## src/rtl/erase_poll_pkg.sv

```systemverilog
package erase_poll_pkg;

  typedef enum logic [1:0] {
    ER_NONE   = 2'd0,
    ER_SECTOR = 2'd1,
    ER_CHIP   = 2'd2
  } erase_kind_e;

  localparam logic [7:0] ST_CLEARED = 8'h00;
  localparam logic [7:0] ST_DONE_BIT = 8'h80;
  localparam logic [7:0] ST_POLL_BIT = 8'h40;

  // Status after an immediate program: complement of data bit 7 spread over the byte
  function automatic logic [7:0] prog_status(input logic [7:0] data);
    return ~(data & ST_DONE_BIT);
  endfunction

  // Apply the poll toggle on top of a status value
  function automatic logic [7:0] poll_flip(input logic [7:0] s, input logic rd);
    return rd ? (s ^ ST_POLL_BIT) : s;
  endfunction

  // Chip erase wins when both start pulses are present
  function automatic erase_kind_e pick_kind(input logic chip, input logic sector);
    if (chip)        return ER_CHIP;
    else if (sector) return ER_SECTOR;
    else             return ER_NONE;
  endfunction

endpackage

```

## src/rtl/erase_countdown.sv

```systemverilog
module erase_countdown
  import erase_poll_pkg::*;
#(
  parameter int CHIP_CYCLES   = 1000000000,
  parameter int SECTOR_CYCLES = 100000000
) (
  input  logic        clk,
  input  logic        rst,
  input  erase_kind_e req_kind,
  output logic        busy,
  output logic        start_taken,
  output logic        last_cycle,
  output logic        done_pulse
);
  localparam int MAX_CYCLES = (CHIP_CYCLES > SECTOR_CYCLES) ? CHIP_CYCLES : SECTOR_CYCLES;
  localparam int CNT_W      = (MAX_CYCLES > 1) ? $clog2(MAX_CYCLES) : 1;

  logic [CNT_W-1:0] cnt;

  function automatic logic [CNT_W-1:0] load_value(input erase_kind_e k);
    if (k == ER_CHIP) return CNT_W'(CHIP_CYCLES - 1);
    else              return CNT_W'(SECTOR_CYCLES - 1);
  endfunction

  assign start_taken = (req_kind != ER_NONE) && !busy;
  assign last_cycle  = busy && (cnt == '0);

  always_ff @(posedge clk) begin
    if (rst) begin
      cnt        <= '0;
      busy       <= 1'b0;
      done_pulse <= 1'b0;
    end else begin
      done_pulse <= last_cycle;
      if (start_taken) begin
        cnt  <= load_value(req_kind);
        busy <= 1'b1;
      end else if (last_cycle) begin
        busy <= 1'b0;
      end else if (busy) begin
        cnt <= cnt - CNT_W'(1);
      end
    end
  end

  AST_NO_RESTART: assert property (@(posedge clk) disable iff (rst)
    (busy && !last_cycle) |=> (busy && cnt == $past(cnt) - CNT_W'(1))) else $error("AST_NO_RESTART");
  AST_BUSY_ENDS: assert property (@(posedge clk) disable iff (rst)
    last_cycle |=> (!busy && done_pulse)) else $error("AST_BUSY_ENDS");
  AST_DONE_ONE: assert property (@(posedge clk) disable iff (rst)
    done_pulse |=> !done_pulse) else $error("AST_DONE_ONE");
  AST_START_BUSY: assert property (@(posedge clk) disable iff (rst)
    start_taken |=> busy) else $error("AST_START_BUSY");

endmodule

```

## src/rtl/poll_status_reg.sv

```systemverilog
module poll_status_reg
  import erase_poll_pkg::*;
(
  input  logic       clk,
  input  logic       rst,
  input  logic       clear_evt,
  input  logic       finish_evt,
  input  logic       prog_evt,
  input  logic [7:0] prog_data,
  input  logic       rd,
  output logic [7:0] status
);
  logic [7:0] base;

  always_comb begin
    base = status;
    if (finish_evt)     base = status ^ ST_DONE_BIT;
    else if (clear_evt) base = ST_CLEARED;
    else if (prog_evt)  base = prog_status(prog_data);
  end

  always_ff @(posedge clk) begin
    if (rst) status <= ST_CLEARED;
    else     status <= poll_flip(base, rd);
  end

  AST_CLEAR_ON_START: assert property (@(posedge clk) disable iff (rst)
    (clear_evt && !rd) |=> (status == 8'h00)) else $error("AST_CLEAR_ON_START");
  AST_POLL_TOGGLE: assert property (@(posedge clk) disable iff (rst)
    (rd && !clear_evt && !finish_evt && !prog_evt) |=> (status == ($past(status) ^ 8'h40))) else $error("AST_POLL_TOGGLE");
  AST_DONE_B7: assert property (@(posedge clk) disable iff (rst)
    (finish_evt && !rd) |=> (status == ($past(status) ^ 8'h80))) else $error("AST_DONE_B7");
  AST_DONE_AND_POLL: assert property (@(posedge clk) disable iff (rst)
    (finish_evt && rd) |=> (status == ($past(status) ^ 8'hC0))) else $error("AST_DONE_AND_POLL");
  AST_PROG_STATUS: assert property (@(posedge clk) disable iff (rst)
    (prog_evt && !clear_evt && !rd) |=> (status[6:0] == 7'h7F && status[7] == !$past(prog_data[7]))) else $error("AST_PROG_STATUS");
  AST_EVT_EXCL: assert property (@(posedge clk) disable iff (rst)
    !(finish_evt && (clear_evt || prog_evt))) else $error("AST_EVT_EXCL");

endmodule

```

## src/rtl/exit_router.sv

```systemverilog
module exit_router (
  input  logic clk,
  input  logic rst,
  input  logic last_cycle,
  input  logic done_pulse,
  input  logic bypass_on,
  input  logic busy,
  input  logic bus_wr,
  output logic done_to_bypass,
  output logic wr_pass
);
  always_ff @(posedge clk) begin
    if (rst)             done_to_bypass <= 1'b0;
    else if (last_cycle) done_to_bypass <= bypass_on;
  end

  assign wr_pass = bus_wr && !busy;

  AST_ROUTE: assert property (@(posedge clk) disable iff (rst)
    done_pulse |-> (done_to_bypass == $past(bypass_on))) else $error("AST_ROUTE");
  AST_ROUTE_IDLE: assert property (@(posedge clk) disable iff (rst)
    done_pulse |-> !busy) else $error("AST_ROUTE_IDLE");

endmodule

```

## src/rtl/erase_poll_tracker.sv

```systemverilog
module erase_poll_tracker
  import erase_poll_pkg::*;
#(
  parameter int CHIP_CYCLES   = 1000000000,
  parameter int SECTOR_CYCLES = 100000000
) (
  input  logic       clk,
  input  logic       rst,
  input  logic       chip_erase_go,
  input  logic       sector_erase_go,
  input  logic       status_rd,
  input  logic       prog_done,
  input  logic [7:0] prog_data,
  input  logic       bypass_on,
  input  logic       bus_wr,
  output logic [7:0] status,
  output logic       busy,
  output logic       done_pulse,
  output logic       done_to_bypass,
  output logic       wr_pass
);
  erase_kind_e req_kind;
  logic        start_taken;
  logic        last_cycle;
  logic        prog_taken;

  assign req_kind   = pick_kind(chip_erase_go, sector_erase_go);
  assign prog_taken = prog_done && !busy && !start_taken;

  erase_countdown #(
    .CHIP_CYCLES  (CHIP_CYCLES),
    .SECTOR_CYCLES(SECTOR_CYCLES)
  ) u_count (
    .clk        (clk),
    .rst        (rst),
    .req_kind   (req_kind),
    .busy       (busy),
    .start_taken(start_taken),
    .last_cycle (last_cycle),
    .done_pulse (done_pulse)
  );

  poll_status_reg u_stat (
    .clk       (clk),
    .rst       (rst),
    .clear_evt (start_taken),
    .finish_evt(last_cycle),
    .prog_evt  (prog_taken),
    .prog_data (prog_data),
    .rd        (status_rd),
    .status    (status)
  );

  exit_router u_route (
    .clk           (clk),
    .rst           (rst),
    .last_cycle    (last_cycle),
    .done_pulse    (done_pulse),
    .bypass_on     (bypass_on),
    .busy          (busy),
    .bus_wr        (bus_wr),
    .done_to_bypass(done_to_bypass),
    .wr_pass       (wr_pass)
  );

  AST_BUSY_BLOCKS_PROG: assert property (@(posedge clk) disable iff (rst)
    (busy && prog_done && !last_cycle && !status_rd) |=> $stable(status)) else $error("AST_BUSY_BLOCKS_PROG");

endmodule

```

## config.mk

```make
export PLATFORM = sky130hd
export DESIGN_NAME = erase_poll_tracker
export DESIGN_NICKNAME = d
export VERILOG_FILES = /design/src/rtl/erase_poll_pkg.sv /design/src/rtl/erase_countdown.sv /design/src/rtl/poll_status_reg.sv /design/src/rtl/exit_router.sv /design/src/rtl/erase_poll_tracker.sv
export SDC_FILE = /design/constraint.sdc
export NUM_CORES = 1
export LEC_CHECK = 0
export ABC_AREA = 1
export BUFFER_PORTS_ARGS = -buffer_cell sky130_fd_sc_hd__buf_2
export CAP_MARGIN = 20
export CORE_MARGIN = 3
export CORE_UTILIZATION = 52
export CTS_CLUSTER_SIZE = 14
export DETAILED_ROUTE_END_ITERATION = 8
export PLACE_DENSITY = 0.74
export SLEW_MARGIN = 15
export SYNTH_ARGS = -nofsm -noshare
export SYNTH_HDL_FRONTEND = slang
export SYNTH_SLANG_ARGS = --single-unit
```

## constraint.sdc

```tcl
create_clock -name clk -period 1.5 [get_ports clk]
set_input_delay 0.225 -clock clk [delete_from_list [all_inputs] [get_ports clk]]
set_output_delay 0.225 -clock clk [all_outputs]
set_load 0.01 [all_outputs]
```

Yosys cells after proc, flatten, opt, wreduce, memory -nomap -nowiden
Index checks and enable logic that the tools add are counted.
- logic and storage cells: 35
- bits of input ports: 16
- register bits: 41
- multiplexer cells: 12
- reduce and logical (&&, ||, !) cells: 12
- equal/unequal tests: 2
- $add $sub $neg: 1
- bitwise gates (word level): 3
- operator list (cell ; number):
    $mux 30 ; 4
    $logic_not 30->1 ; 1
    $sub 30x1->30 const B ; 1
    $mux 8 ; 3
    $not 8->8 ; 1
    $mux 7 ; 1
    $reduce_bool 2->1 ; 3
    $logic_and 1x1->1 ; 5
    $mux 1 ; 3
    $eq 2x2->1 const B ; 1
    $logic_not 1->1 ; 2
    $mux 2 ; 1
    $ne 2x2->1 const B ; 1
    $not 1->1 ; 2
    $reduce_and 2->1 ; 1

Depth between registers and ports, before layout
Gate-level depths: netlist of the first run.
- depth in word-level cells: 11
- mapped depth: 10
- depth with buffers taken out: 10

Hierarchy
From an unflattened synthesis of the first run, not the netlist that was laid out.
- cell total of the unflattened synthesis: 431
- area total of the unflattened synthesis: 2534.9 µm²
- by module, submodules not included (module ; area each (µm²) ; sequential area each (µm²) ; instances ; cells each):
    erase_countdown ; 2275.9 ; 640.6 ; 1 ; 391
    poll_status_reg ; 185.2 ; 60.1 ; 1 ; 26
    exit_router ; 52.6 ; 20.0 ; 1 ; 9
    erase_poll_tracker ; 21.3 ; 0.0 ; 1 ; 5

Worst setup path before layout of the first run
OpenSTA, ideal clock, no wires.
- path kind: reg2reg
- from: register u_count.cnt[0]
- to: register u_count.cnt[22]
- library setup time: 0.132 ns
- data arrival time: 1.484 ns
- stages on the path, launching flop included: 11
- path buffers: 1
- period minus slack after synthesis: 1.617 ns
- setup slack: -0.117 ns
- cells stage by stage: dfxtp_1 > inv_1 > ha_1 > nand2_2 > nor2_8 > nand2_4 > nor2_4 > nor2_4 > buf_6 > o21ai_1 > a21oi_1
- cells in the longest elaborated chain, start to end: 4
- elaborated cells on any way between the ends: 8
- those cells by class: add/sub (1); eq/ne (1); mux (3); reduce/logical (3)
- ends and longest elaborated chain (item ; RTL line ; text):
    from (decl) ; erase_countdown.sv:18 ; logic [CNT_W-1:0] cnt;
    from (signal assigned) ; erase_countdown.sv:36 ; cnt <= load_value(req_kind);
    from (signal assigned) ; erase_countdown.sv:41 ; cnt <= cnt - CNT_W'(1);
    $sub 30x1->30 or $logic_not 30->1 (tied branches) ; erase_countdown.sv:41, erase_countdown.sv:26 ;
    $mux 30 or $logic_and 1x1->1 (tied branches) ; erase_countdown.sv:40, erase_countdown.sv:26 ;
    $mux 30 or $ne 2x2->1 (tied branches) ; -- ;
    $mux 30 or $reduce_and 2->1 (tied branches) ; -- ;
Several ways; a longest one is shown, not always the timed one. The select of a mux whose other input is x is not followed.
A chain may end at the register's enable or synchronous reset.

Final worst setup path of the first run
- from: register u_count.cnt[16]
- to: register u_stat.status[7]
- cells in the longest elaborated chain, start to end: 3
- ends and longest elaborated chain (item ; RTL line ; text):
    $logic_not 30->1 ; erase_countdown.sv:26 ; assign last_cycle = busy && (cnt == '0);
    $logic_and 1x1->1 ; erase_countdown.sv:26 ;
    $mux 8 ; poll_status_reg.sv:17 ; if (finish_evt) base = status ^ ST_DONE_BIT;
    to (signal assigned) ; poll_status_reg.sv:24 ; else status <= poll_flip(base, rd);
    to (decl) ; poll_status_reg.sv:11 ; output logic [7:0] status
No other way between the ends.

==> results of run 1 <==
## logic make-up (layout without fill, tap and decap cells)
family / count (synthesis) / in the layout
DFF: 36 / 36
buffers and inverters: 46 / 146
and+or+nand+nor: 202 / 202
AOI/OAI and AO/OA: 66 / 66
adders and majority gates: 1 / 1
xor gates and xnor gates: 8 / 8
## registers in the layout (all words and copies together), names as in the netlist
signal / flops
u_count.cnt: 30
u_count.done_pulse: 1
u_count.busy: 1
u_stat.status: 3
u_route.done_to_bypass: 1
## synth_stat cells (2+ instances only)
library cell / instances / area share (%)
inv_1: 31 / 5.0
buf_6: 4 / 1.9
o21ai_0: 17 / 3.7
buf_4: 5 / 1.6
nor2_2: 4 / 1.1
or2_2: 2 / 0.54
o21ai_1: 10 / 2.2
xor2_1: 5 / 1.9
a21o_1: 2 / 0.65
nand2_1: 85 / 14
clkbuf_1: 4 / 0.65
nor3_1: 3 / 0.65
nand4_1: 9 / 2.4
nand3_1: 30 / 6.5
nand2_2: 2 / 0.54
nor2_4: 4 / 1.9
nor2_1: 58 / 9.4
a21oi_2: 2 / 0.76
dfxtp_1: 36 / 31
xnor2_1: 3 / 1.1
o21bai_1: 3 / 0.97
a21oi_1: 29 / 6.3
## repair_timing
item | CTS | global route
setup endpoints to repair | 32 | 33
setup buffers | 9 | 4
pin swaps | 30 | 15
resized for setup | 54 | 46
gates cloned | 1 | 1
## how the worst min path moves through the flow
| stage | start | slack [ns] | depth (start not counted) | to |
|---|---|---|---|---|
| finish | bypass_on | 0.16 | 3 | u_route.done_to_bypass$_SDFFE_PP0P_ |
| global route | bypass_on | 0.18 | 3 | u_route.done_to_bypass$_SDFFE_PP0P_ |
| CTS | bypass_on | 0.16 | 3 | u_route.done_to_bypass$_SDFFE_PP0P_ |
| detailed placement | bypass_on | 0.46 | 3 | u_route.done_to_bypass$_SDFFE_PP0P_ |
| global placement | bypass_on | 0.46 | 3 | u_route.done_to_bypass$_SDFFE_PP0P_ |
| floorplan | bypass_on | 0.37 | 2 | u_route.done_to_bypass$_SDFFE_PP0P_ |
## tightest hold or removal path, stage by stage
cell and delay (ns):
buf_2 0.08, nor3_1 0.04, nor2_1 0.08
## layout make-up
type	instances	area, um2
flip-flops and latches	36	732.0
fillers	243	699.4
clock buffers	7	96.34
repair buffers	107	814.5
multi-input cells	277	1619
well taps	50	62.56
inverters	32	120.1
## through the flow
step / TNS (ns) / cells / worst slack, ns / util, %
2_1_floorplan: 0 / 359 / 0.002710 / -
3_3_place_gp: -0.5620 / 487 / -0.05045 / 71.77
3_5_place_dp: -2.051 / 487 / -0.1157 / 71.77
4_1_cts: -0.4407 / 504 / -0.05393 / 79.29
5_1_grt: -5.422 / 509 / -0.2707 / 83.12
6_report: -2.657 / 509 / -0.1603 / 83.12
## power by group
part | internal (W) | switching [W] | total, W | leakage (nW)
Sequential | 0.00104 | 0.0000813 | 0.00112 | 0.300
Clock | 0.000409 | 0.000355 | 0.000764 | 0.0503
Combinational | 0.000576 | 0.000720 | 0.00130 | 1.29
Total | 0.00203 | 0.00116 | 0.00318 | 1.64
## per-layer routing
layer | vias to the layer above | global-route usage [%]
met5 | - | 0
met4 | 0 | 13.11
met3 | 44 | 4.408
met2 | 187 | 51.50
met1 | 1364 | 36.99
li1 | 1360 | -
==> results.txt, run 1 <==
Status = complete, but fails checks
Failing checks = setup timing
Cts hold-fix bufs = 0
FFs w/ async S/R, synth = 0%
Setup ws final = -0.1603 ns
Final net count = 476
Simple-gate share of the synthesized area = 39.74%
Max FO, Critical Path = 5
Final hold slack = 0.1636 ns
Unique masters post-synth = 33
Top Metal Used = met4
Crit share post-route = 110.7%
Max-cap viol count = 0
Vias/cell = 5.806
Die H = 72.67 um
VDD IR max = 0.0006955 V
Syn Area/Cell = 6.437 um2
Yosys reg bits = 36
Post-synthesis sequential area ratio = 31.19%
Initial drt markers = 345
First-pass GRT wire length = 12300 um
Fin Clk Skew = 0.009229 ns
CP endpoint kind = register
Htree depth = 2
Final Setup Violations = 33
Warnings, synthesis = 0
Tmin final = 1.660 ns
Overall Global Routing Usage = 29.97%
Crit path launch type = register
Hpwl dp = 4963 um
WL final = 8464 um
Crit path max-delay cell type = dfxtp_1
Worst path buffer plus inverter count = 2
Clock buffer depth = 2
# clock sinks = 36
Die area = 0.005280 mm2
CP required = 1.67 ns
Largest family of logic cells by synthesized area = simple AND/OR/NAND/NOR gates
CP Depth = 10
RSZ-0062 raised after global routing = true
Commonest cells after routing, fill and taps aside = buf_4 (76), nand2_1 (62), nor2_1 (34)
Synth Area in Adders = 0.5414%
CTS root buf = clkbuf_8
Row count = 23
CP delay by family, top = simple AND/OR/NAND/NOR gates
Critical path origin = u_count.cnt[16]$_SDFFE_PP0P_
Critical path class = reg -> reg
Cells after Synth = 359
CTS tree = yes
Commonest non-fill, non-tap cell in the layout = buf_4
Routed length per placed instance = 16.63 um
Residual DRC = 0
Synth Cell Area = 0.002311 mm2
Reg2Reg Launch Point = u_count.cnt[16]$_SDFFE_PP0P_
Chip Width = 72.67 um
Via count = 2955
Design area = 0.003445 mm2
Setup crit end = u_stat.status[7]$_SDFFE_PP0P_
Area grow syn2layout = 49.05%
Port buffer count = 20
Final Hold Vio Count = 0
Leak = 1.638 nW
Slew @ Worst Pin = 0.5167 ns
Starting density of the core = 55.77%
Worst reg-to-reg path cell count = 10
Vias in the first global route = 2720
Grt ovf = 0
Reg clk slew, reported paths = 0.07 ns
Reg2reg setup slack = -0.16 ns
Antenna violations before repair = 0
Skew-Pair Late Insertion Delay = 0.29 ns
CP arrival = 1.83 ns
Final Max Tran Viols = 0
Chain of cells forming the critical path = nor2_4 > nand2_4 > nor2_4 > nand3_4 > buf_6 > nor2_4 > buf_4 > nand2_1 > o21ai_0 > a21oi_1
Largest net degree at the start of global routing = 25
Total core area = 0.004144 mm2
Diodes inserted = 0
Crit path largest cell delay = 0.34 ns
Pwr per Cell Area = 924.1 mW/mm2
EDFF count, synth = 0
Worst min-delay path class = in -> reg
GPL Wtd Cong = 0.9133
Relative slew slack = 65.52%
Final total power = 0.003183 W
Compound-cell area share of the yosys netlist = 15.92%
Syn Nets = 376
M1 WL = 3395 um
Fraction of layout cells with a size suffix above 1 = 46.41%
Final ANT Viol Nets = 0
Num CTS Buffers = 5
Io pins = 28
Met2 routed WL = 4002 um
Proportion of synthesized area in mux cells = 0%
Met3 routed WL = 760 um
FF-to-FF End = u_stat.status[7]$_SDFFE_PP0P_
Top_reg_cell synth = dfxtp_1
Area post-placement = 0.002974 mm2
Peak Freq = 602.3 MHz
Total iterations of the first detailed-routing run = 5
Post-Synth XOR/XNOR Area = 3.032%
Crit path top cell by count = nor2_4
(Power assumes the default switching activity.)
==> inputs of run 2 (changes only) <==
Settings changed: ABC_AREA 1 to 0, PLACE_DENSITY 0.74 to 0.75.
==> run 2 against run 1 <==
The flow still finishes with violations (setup timing). Worst setup slack got worse by 0.54 ns. Power fell by 7.0%. Wire length rose by 32%. Synthesized area fell by 6.5%. Final area fell by 0.22%. First-iteration DRC count rose by 130%. Synthesized cell count fell by 26%.
==> results.txt, run 2 <==
Final Hold Vio Count = 0
Post-Synth XOR/XNOR Area = 0.8107%
CTS root buf = clkbuf_8
GPL Wtd Cong = 0.9196
CP delay by family, top = simple AND/OR/NAND/NOR gates
Skew-Pair Late Insertion Delay = 0.31 ns
Critical path class = reg -> reg
Worst slack, placed = -0.5478 ns
Max FO, Critical Path = 5
Io pins = 28
Warnings, synthesis = 0
Area share of the largest cell type after synthesis = 33.35%
Largest family of logic cells by synthesized area = simple AND/OR/NAND/NOR gates
Fraction of layout cells with a size suffix above 1 = 50.00%
Vias/cell = 7.839
VDD IR max = 0.0009416 V
Initial drt markers = 787
Unique masters post-synth = 51
Antenna violations before repair = 0
Reg2Reg Launch Point = u_count.cnt[0]$_SDFFE_PP0P_
EDFF count, synth = 0
Crit path launch type = register
Setup ws final = -0.6956 ns
Chip Width = 70.46 um
Total core area = 0.003826 mm2
Synth Area in Adders = 0.5790%
Non-Filler Instances = 410
Compound-cell area share of the yosys netlist = 26.17%
Final ANT Viol Nets = 0
RSZ-0062 raised after global routing = true
Proportion of synthesized area in mux cells = 0%
Top_reg_cell synth = dfxtp_1
Status = complete, but fails checks
Hold endpoint = u_stat.status[6]$_SDFF_PP0_
Crit path top cell by count = buf_4
Die H = 70.46 um
CP required = 1.70 ns
Vias in the first global route = 2781
Failing checks = setup timing
Fin Clk Skew = 0.009764 ns
Tmin final = 2.196 ns
Residual DRC = 0
Die area = 0.004965 mm2
Area grow syn2layout = 59.06%
Starting density of the core = 56.47%
Num CTS Buffers = 5
Clock buffer depth = 2
Final net count = 378
Most frequent cell after synthesis = dfxtp_1
Total iterations of the first detailed-routing run = 9
Row count = 22
Worst reg-to-reg path cell count = 7
Htree depth = 2
Worst path buffer plus inverter count = 2
Final Max Tran Viols = 0
Final total power = 0.002961 W
Largest net degree at the start of global routing = 22
Reg with most FFs = u_count.cnt
Hold path startpoint = status_rd
Syn Nets = 281
Crit share post-route = 146.4%
Post-synth top area cell = dfxtp_1
Synth area leaders = dfxtp_1 (33%), a31oi_1 (4.9%), nor3_1 (4.6%)
Synth cell count leaders = dfxtp_1 (36), nor3_1 (20), nor2_1 (19)
Biggest regs = u_count.cnt: 30 flops, u_stat.status: 3 flops
Post-synthesis sequential area ratio = 33.35%
CP arrival = 2.40 ns
Yosys reg bits = 36
Max-cap viol count = 0
Cells after Synth = 264
Inst Count DP = 389
Pwr per Cell Area = 861.5 mW/mm2
CP Depth = 7
Peak Freq = 455.5 MHz
Reg2reg setup slack = -0.70 ns
Routed length per placed instance = 27.34 um
First-pass GRT wire length = 13970 um
Simple-gate share of the synthesized area = 31.56%
# clock sinks = 36
Hold path depth = 3
WL final = 11210 um
Commonest cells after routing, fill and taps aside = buf_4 (77), dfxtp_1 (30), buf_2 (20)
Final Setup Violations = 34
Port buffer count = 20
FFs w/ async S/R, synth = 0%
Cts hold-fix bufs = 0
Crit path max-delay cell type = nor4_1
Slew @ Worst Pin = 0.8189 ns
Commonest non-fill, non-tap cell in the layout = buf_4
Chain of cells forming the critical path = buf_4 > nor2_1 > buf_4 > nand2_1 > nor4_1 > and4_1 > nor3_2
Synth Cell Area = 0.002161 mm2
FF-to-FF End = u_count.cnt[7]$_SDFFE_PP0P_
Overall Global Routing Usage = 35.82%
CP endpoint kind = register
Grt ovf = 0
Reg clk slew, reported paths = 0.08 ns
Worst min-delay path class = in -> reg
Syn Area/Cell = 8.185 um2
Diodes inserted = 0
Hpwl dp = 4933 um
Crit path largest cell delay = 0.65 ns
Via count = 3214
Leak = 1.397 nW
CTS tree = yes
Relative slew slack = 44.90%
Max reg flops = 30
## run 2: cell count changes after synthesis, sizes merged, moves of 17 or more
| cell | change |
|---|---|
| a21oi | -18 |
| a31oi | +17 |
| inv | -21 |
| nand2 | -77 |
| nand3 | -27 |
| nor2 | -48 |
| nor3 | +17 |
| o21ai | -18 |
## run 2: tightest hold or removal path: cells and delay by family
kind	cells	cell delay, ns
AND/OR/NAND/NOR	1	0.08
XOR/XNOR	1	0.06
buffers and inverters	1	0.08
## run 2: final cells by class
type,count,area [um2]
multi-input combinational,193,1585
timing repair buffer,114,929.6
sequential,36,728.2
fill,145,389.1
clock buffer,6,82.58
tap,48,60.06
inverter,11,41.29
clock inverter,2,10.01
## run 2: how the worst max path moves through the flow
stage / from / to / slack (ns)
finish: u_count.cnt[0]$_SDFFE_PP0P_ / u_count.cnt[7]$_SDFFE_PP0P_ / -0.70
global route: u_count.cnt[27]$_SDFFE_PP0P_ / u_count.cnt[6]$_SDFFE_PP0P_ / -0.73
CTS: u_count.cnt[27]$_SDFFE_PP0P_ / u_count.cnt[29]$_SDFFE_PP0P_ / -0.50
detailed placement: u_count.cnt[19]$_SDFFE_PP0P_ / u_count.cnt[23]$_SDFFE_PP0P_ / -0.55
global placement: u_count.cnt[27]$_SDFFE_PP0P_ / u_count.cnt[8]$_SDFFE_PP0P_ / -0.55
floorplan: u_count.cnt[27]$_SDFFE_PP0P_ / u_count.cnt[29]$_SDFFE_PP0P_ / -0.54
## run 2: layer usage
metal | vias up | part of all wire, % | track usage, %
met1 | 1420 | 34 | 42.84
met2 | 424 | 41 | 57.80
li1 | 1218 | - | -
met3 | 152 | 15 | 8.201
met5 | - | 0 | 0
met4 | 0 | 9.6 | 21.49
## run 2: timing repair
item	in CTS	in global routing
gates resized for setup	39	22
endpoints found under the setup margin	34	34
pin swaps	27	14
setup buffers	8	5
gates cloned	1	1
## run 2: cell families after synthesis
logic type | count (synthesis)
AO/OA/AOI/OAI | 81
XOR/XNOR | 2
buffers and inverters | 35
flip-flops | 36
adder cells (fa/ha/maj) | 1
AND/OR/NAND/NOR | 109
## run 2: stage by stage
step	area [um2]	TNS (ns)	hold WS, ns	util, %
after floorplan	2236	-15.30	0.3655	-
after global placement	2890	-15.31	0.4344	75.54
after detailed placement	2890	-16.00	0.4512	75.54
after CTS	3253	-14.44	0.1664	85.02
after global routing	3437	-21.13	0.2026	89.83
final	3437	-19.65	0.1847	89.83
## run 2: power breakdown
part	leakage (nW)	internal, W	switching [W]	total (W)
sequential	0.299	0.00103	0.0000761	0.00111
clock	0.0510	0.000367	0.000389	0.000756
combinational	1.05	0.000491	0.000604	0.00110
==> inputs of run 3 (changes only) <==
Settings changed: MAX_ROUTING_LAYER set to met4.
==> run 3 against run 2 <==
The run still ends with setup timing left. First-iteration DRC count shrank 49%. Sequential share of layout area grew 1.2 points. Clock power grew 17%. Critical path type unchanged. Combinational power shrank 14%. Final cell count shrank 1.7%. Clock skew grew 0.0047 ns. Non-clock buffer count shrank 7. Global-route usage shrank 6.3 points.
==> results.txt, run 3 (synthesis gave the netlist of run 2 again) <==
Status = complete, but fails checks
Failing checks = setup timing
Final Max Tran Viols = 0
Worst reg-to-reg path cell count = 7
CP arrival = 2.38 ns
Final net count = 371
Leak = 1.319 nW
Final hold slack = 0.1670 ns
Num CTS Buffers = 5
Max-cap viol count = 0
Residual DRC = 0
Reg2Reg Launch Point = u_count.cnt[27]$_SDFFE_PP0P_
FF-to-FF End = u_count.cnt[6]$_SDFFE_PP0P_
Io pins = 28
Routed length per placed instance = 20.32 um
CP endpoint kind = register
Grt ovf = 0
Worst min-delay path class = in -> reg
Initial drt markers = 403
Overall Global Routing Usage = 29.52%
RSZ-0062 raised after global routing = true
Total iterations of the first detailed-routing run = 5
Largest net degree at the start of global routing = 24
Fin Clk Skew = 0.01451 ns
CTS tree = yes
Port buffer count = 20
Hpwl dp = 4854 um
VDD IR max = 0.0005800 V
Via count = 2713
Vias in the first global route = 2385
Commonest non-fill, non-tap cell in the layout = buf_4
Max FO, Critical Path = 19
Vias/cell = 6.732
Reg clk slew, reported paths = 0.09 ns
Htree depth = 2
Fraction of layout cells with a size suffix above 1 = 45.35%
Starting density of the core = 56.47%
Diodes inserted = 0
Peak Freq = 456.2 MHz
Reg with most FFs = u_count.cnt
Inst Count DP = 387
Non-Filler Instances = 403
Setup crit end = u_count.cnt[6]$_SDFFE_PP0P_
Critical path class = reg -> reg
WL final = 8188 um
CTS root buf = clkbuf_8
Row count = 22
First-pass GRT wire length = 11410 um
Final ANT Viol Nets = 0
Setup ws final = -0.6922 ns
Worst slack, placed = -0.5359 ns
Die H = 70.46 um
Die area = 0.004965 mm2
Crit path launch type = register
Biggest regs = u_count.cnt: 30 flops, u_stat.status: 3 flops
Critical path origin = u_count.cnt[27]$_SDFFE_PP0P_
GPL Wtd Cong = 0.9243
Relative slew slack = 74.09%
# clock sinks = 36
Reg2reg setup slack = -0.69 ns
Clock buffer depth = 2
Commonest cells after routing, fill and taps aside = buf_4 (78), dfxtp_1 (31), buf_2 (20)
CP required = 1.69 ns
Area post-placement = 0.002888 mm2
Slew @ Worst Pin = 0.3836 ns
Area grow syn2layout = 50.03%
Fill count = 208
Final Hold Vio Count = 0
Total core area = 0.003826 mm2
Design area = 0.003242 mm2
Antenna violations before repair = 0
Tmin final = 2.192 ns
Chip Width = 70.46 um
Max reg flops = 30
Pwr per Cell Area = 905.4 mW/mm2
Skew-Pair Late Insertion Delay = 0.30 ns
Crit share post-route = 146.1%
Final Setup Violations = 34
-- run 3: changes by cell type in the layout (fill, tap and decap cells not counted), sizes merged --
| cell | before | now |
|---|---|---|
| buf | 113 | 107 |
| bufinv | 0 | 1 |
| clkinv | 2 | 1 |
| clkbuf | 7 | 5 |
| clkinvlp | 0 | 1 |
-- run 3: final cells by class --
type	instances	area (um2)	area share [%]
clock inverter	3	42.54	1.312
inverter	11	41.29	1.274
clock buffer	5	68.82	2.123
multi-input combinational	193	1489	45.93
tap	48	60.06	1.853
sequential	36	726.9	22.42
timing repair buffer	107	813.3	25.09
-- run 3: routing by layer --
layer | global-route usage [%] | share of wire [%]
met5 | - | 0
met4 | 12.55 | 4.4
met3 | 8.058 | 11
met2 | 44.91 | 46
met1 | 36.60 | 39
-- run 3: timing repair --
| item | CTS | global route |
|---|---|---|
| setup endpoints to repair | 35 | 34 |
| resized for setup | 9 | 27 |
| pin swaps | 4 | 8 |
| setup buffers | 4 | 4 |
| hold buffers | 0 | 0 |
-- run 3: stage by stage --
step,total power [W],utilization [%],setup TNS [ns]
after CTS,0.002825,80.22,-15.12
after floorplan,0.001538,-,-15.30
after detailed placement,0.001917,75.47,-15.82
after global routing,0.003047,84.73,-18.66
after global placement,0.001897,75.47,-14.40
final,0.002935,84.73,-16.34
-- run 3: where the power goes --
group	internal (W)	total (W)	switching, W
clock network	0.000492	0.000886	0.000394
registers	0.00103	0.00110	0.0000677
logic	0.000460	0.000948	0.000489
total	0.00199	0.00294	0.000950
-- run 3: worst min-delay path by stage --
| stage | slack (ns) | from | depth (start not counted) | endpoint |
|---|---|---|---|---|
| 3_3_place_gp | 0.44 | u_route.done_to_bypass$_SDFFE_PP0P_ | 2 | u_route.done_to_bypass$_SDFFE_PP0P_ |
| 2_1_floorplan | 0.37 | bypass_on | 2 | u_route.done_to_bypass$_SDFFE_PP0P_ |
| 6_report | 0.17 | status_rd | 3 | u_stat.status[6]$_SDFF_PP0_ |
| 4_1_cts | 0.16 | bypass_on | 3 | u_route.done_to_bypass$_SDFFE_PP0P_ |
| 3_5_place_dp | 0.45 | u_route.done_to_bypass$_SDFFE_PP0P_ | 2 | u_route.done_to_bypass$_SDFFE_PP0P_ |
| 5_1_grt | 0.19 | bypass_on | 3 | u_route.done_to_bypass$_SDFFE_PP0P_ |
-- run 3: worst max-delay path, cell delays in order, from the launching register on --
cell,delay [ns]
dfxtp_2,0.33
or4_4,0.55
nor4b_4,0.26
buf_4,0.17
and3_4,0.24
buf_12,0.16
o41ai_1,0.09
a31oi_1,0.29
